<file path="config.mk">
export PLATFORM = sky130hd
export DESIGN_NAME = crc_verdict
export DESIGN_NICKNAME = d
export VERILOG_FILES = /design/src/rtl/crc_verdict.sv
export SDC_FILE = /design/constraint.sdc
export NUM_CORES = 1
export LEC_CHECK = 0
export BUFFER_PORTS_ARGS = -buffer_cell sky130_fd_sc_hd__buf_2
export CAP_MARGIN = 20
export CORE_AREA = 2 2 39 41
export DETAILED_ROUTE_END_ITERATION = 6
export DIE_AREA = 0 0 41 43
export HOLD_SLACK_MARGIN = 0.05
export MAX_ROUTING_LAYER = met4
export SYNTH_ARGS = -nofsm -noshare
export SYNTH_HDL_FRONTEND = slang
export SYNTH_SLANG_ARGS = --single-unit
</file>
<file path="constraint.sdc">
create_clock -name clk_i -period 1.4 [get_ports clk_i]
set_input_delay 0.21 -clock clk_i [delete_from_list [all_inputs] [get_ports clk_i]]
set_output_delay 0.21 -clock clk_i [all_outputs]
set_load 0.02 [all_outputs]
</file>
<file path="src/rtl/crc_verdict.sv">
module crc_verdict #(
  parameter int unsigned W       = 32,
  parameter logic [W-1:0] RESIDUE = 32'hDEBB20E3
) (
  input  logic         clk_i,
  input  logic         rst_ni,
  input  logic         valid_i,
  input  logic         sof_i,
  input  logic         eof_i,
  input  logic [W-1:0] next_i,
  output logic         done_o,
  output logic         ok_o
);
  logic close_w;
  assign close_w = valid_i & eof_i;

  always_ff @(posedge clk_i or negedge rst_ni) begin
    if (!rst_ni) begin
      done_o <= 1'b0;
      ok_o   <= 1'b0;
    end else begin
      done_o <= close_w;
      if (close_w)              ok_o <= (next_i == RESIDUE);
      else if (valid_i & sof_i) ok_o <= 1'b0;
    end
  end

  AST_OK_HOLD: assert property (@(posedge clk_i) disable iff (!rst_ni)
    !(valid_i & (sof_i | eof_i)) |=> $stable(ok_o));
  AST_SOF_CLEAR: assert property (@(posedge clk_i) disable iff (!rst_ni)
    (valid_i & sof_i & !eof_i) |=> !ok_o);
  AST_OK_ON_DONE: assert property (@(posedge clk_i) disable iff (!rst_ni)
    $rose(ok_o) |-> done_o);
  AST_DONE_PULSE: assert property (@(posedge clk_i) disable iff (!rst_ni)
    !close_w |=> !done_o);
endmodule

</file>
==> flow_metrics.py <==
metrics = {
    "status": {
        "status": "complete, no violations",
    },
    "global_routing": {
        "grt_usage_pct": 8.82,
        "overflow": 0,
        "grt_pass1_vias": 297,
        "grt_antenna_before_repair": 0,
        "grt_max_degree": 3,
        "grt_pass1_wl_um": 972,
    },
    "sta": {
        "fin_worst_skew_ps": 0,
        "final_hold_viol_count": 0,
        "relSlewSlack_pct": 84.5,
        "worst_slack_ps": 268,
        "finalSetupViolCount": 0,
        "max_freq_mhz": 883,
        "rsz0062_at_grt": "no",
        "hold_slack_ps": 238,
        "drv_slew": 0,
        "tightest_slew_ps": 230,
        "fin_crit_sh_pct": 80.9,
        "fin_setup_tns_ps": 0,
        "min_period_ps": 1130,
    },
    "floorplan": {
        "rows": 14,
        "die_w_um": 41,
        "die-height_um": 43,
        "coreArea_sq_mm": 0.00138,
        "initial_utilization_pct": 11.2,
        "dieArea_sq_mm": 0.00176,
        "ios": 39,
    },
    "layout": {
        "fin_nets": 97,
        "syn2layout_area_growth_pct": 156,
        "postLayoutCoreUtil_pct": 28.8,
        "final_common_cell": "buf_2",
        "insertedDiodeCount": 0,
        "final_cell_mix": "buf_2, clkbuf_4, nand4_1, nand4b_1, dfrtp_1",
        "drive_above_1_share_pct": 70.7,
        "fillers": 152,
    },
    "cts": {
        "clk_latency_ps": 220,
        "cts_buffers": 3,
        "clock-sinks": 2,
        "ctsResizeCount": 0,
        "clk_pin_slew_ps": 30,
        "htreeDepth": 1,
        "clock_path_buffers": 2,
        "cts-root-buf": "clkbuf_4",
        "cts_tree": "yes",
    },
    "power": {
        "p_per_area_mw_per_mm2": 624,
        "p_leak_nw": 0.220,
        "peakVddDrop_uv": 93.1,
    },
    "critical_path": {
        "critPathTopFamily": "simple AND/OR/NAND/NOR gates",
        "cp.arrival_ps": 1290,
        "r2r-start": "ok_o$_DFFE_PN0P_",
        "worstSetupStartpointType": "input port",
        "crit_path_max_fanout": 1,
        "rr_worst_depth": 1,
        "cp_cell_sequence": "buf_2 > or4b_1 > nor4_1 > a32o_1",
        "cpMaxStageDelayCell": "or4b_1",
        "worst_path_largest_cell_delay_ps": 510,
        "path_buf_inv": 1,
        "critical_path_class": "input port to register",
        "cp-end-kind": "register",
        "r2r_end": "ok_o$_DFFE_PN0P_",
        "rrSetupSlack_ps": 710,
        "required_ps": 1560,
    },
    "hold_path": {
        "hold_end": "done_o$_DFF_PN0_",
        "min_path_type": "input port to register",
        "min_from": "eof_i",
        "min_path_cells": 2,
    },
    "detailed_routing": {
        "postRouteWirelength_um": 644,
        "drtAntennaViolNets": 0,
        "vias": 301,
        "viasPerCell": 4.07,
        "dr.pass1.iters": 1,
        "drc": 0,
        "first_iter_violations": 0,
        "drt-wirelength-per-cell_um": 8.70,
    },
    "placed_design": {
        "pre_cts_slack_ps": 11.2,
        "place.gp.congestion": 0.611,
        "io_buffers": 38,
    },
    "synth": {
        "synth_nets": 53,
        "avgSynthCellArea_sq_um": 9.70,
        "yosysSeqAreaShare_pct": 32.3,
        "syn-instance-count": 16,
        "ys_seq_elements": 2,
        "ys_types": 13,
        "yosysWarnings": 0,
        "netlist_area_sq_um": 155,
    },
    "job": {
        "maxCapViolations": 0,
    },
}
-- how the worst max path moves through the flow --
| stage | from | to | slack (ps) | cells after the start |
|---|---|---|---|---|
| 2_1_floorplan | next_i[3] | ok_o$_DFFE_PN0P_ | 180 | 3 |
| 3_3_place_gp | next_i[3] | ok_o$_DFFE_PN0P_ | 40 | 4 |
| 3_5_place_dp | next_i[3] | ok_o$_DFFE_PN0P_ | 10 | 4 |
| 4_1_cts | next_i[3] | ok_o$_DFFE_PN0P_ | 260 | 4 |
| 5_1_grt | next_i[3] | ok_o$_DFFE_PN0P_ | 180 | 4 |
| 6_report | next_i[3] | ok_o$_DFFE_PN0P_ | 270 | 4 |
-- cell families after synthesis --
| family | after synthesis | share of synthesized area, % |
|---|---|---|
| and+or+nand+nor | 12 | 58.1 |
| AOI/OAI and AO/OA | 2 | 9.67 |
| DFF | 2 | 32.3 |
-- cells in the mapped netlist --
library cell / number / area [sq um]
a32o_1: 1 / 10.0
or4bb_1: 1 / 11.3
nor2_1: 1 / 3.75
nand4_1: 2 / 12.5
or4b_1: 1 / 10.0
nor4_1: 1 / 6.26
and2_1: 1 / 6.26
dfrtp_1: 2 / 50.1
or4_1: 1 / 7.51
nand4b_1: 2 / 17.5
o21ai_0: 1 / 5.00
nor3_1: 1 / 5.00
and4b_1: 1 / 10.0
-- power breakdown --
group / internal (W) / leakage [nW] / switching (W) / total (W)
Sequential: 0.0000597 / 0.0269 / 0.000000310 / 0.0000600
Clock: 0.0000945 / 0.0138 / 0.0000324 / 0.000127
Combinational: 0.0000432 / 0.180 / 0.0000180 / 0.0000612
Total: 0.000197 / 0.220 / 0.0000508 / 0.000248
-- metal layers --
| metal | track usage (%) | part of all wire (%) |
|---|---|---|
| met4 | 10.0 | 0 |
| met3 | 1.57 | 8.4 |
| met5 | - | 0 |
| met2 | 15.3 | 56 |
| met1 | 6.05 | 35 |
-- sequential cells by signal, summed over array words and instances, names as in the netlist --
name    count
ok_o        1
done_o      1
-- layout make-up --
type	count	area, sq um	area share, %
Tap cell	16	20.0	5.03
Multi-Input combinational cell	14	105	26.4
Sequential cell	2	50.0	12.6
Timing Repair Buffer	39	200	50.3
Clock buffer	3	22.5	5.66
-- what timing repair did --
action                                 in CTS  in global routing
endpoints found under the hold margin       2                  0
hold buffers                                1                  0
buffers inserted                            0                  0
-- per-stage QoR --
stage / power, W / cell area [sq um] / std cells
detailed placement: 0.000120 / 365 / 70
global placement: 0.000119 / 365 / 70
CTS: 0.000256 / 398 / 74
finish: 0.000248 / 398 / 74
global route: 0.000272 / 398 / 74
floorplan: 0.0000710 / 155 / 16
Power figures use the tool's default switching activity.
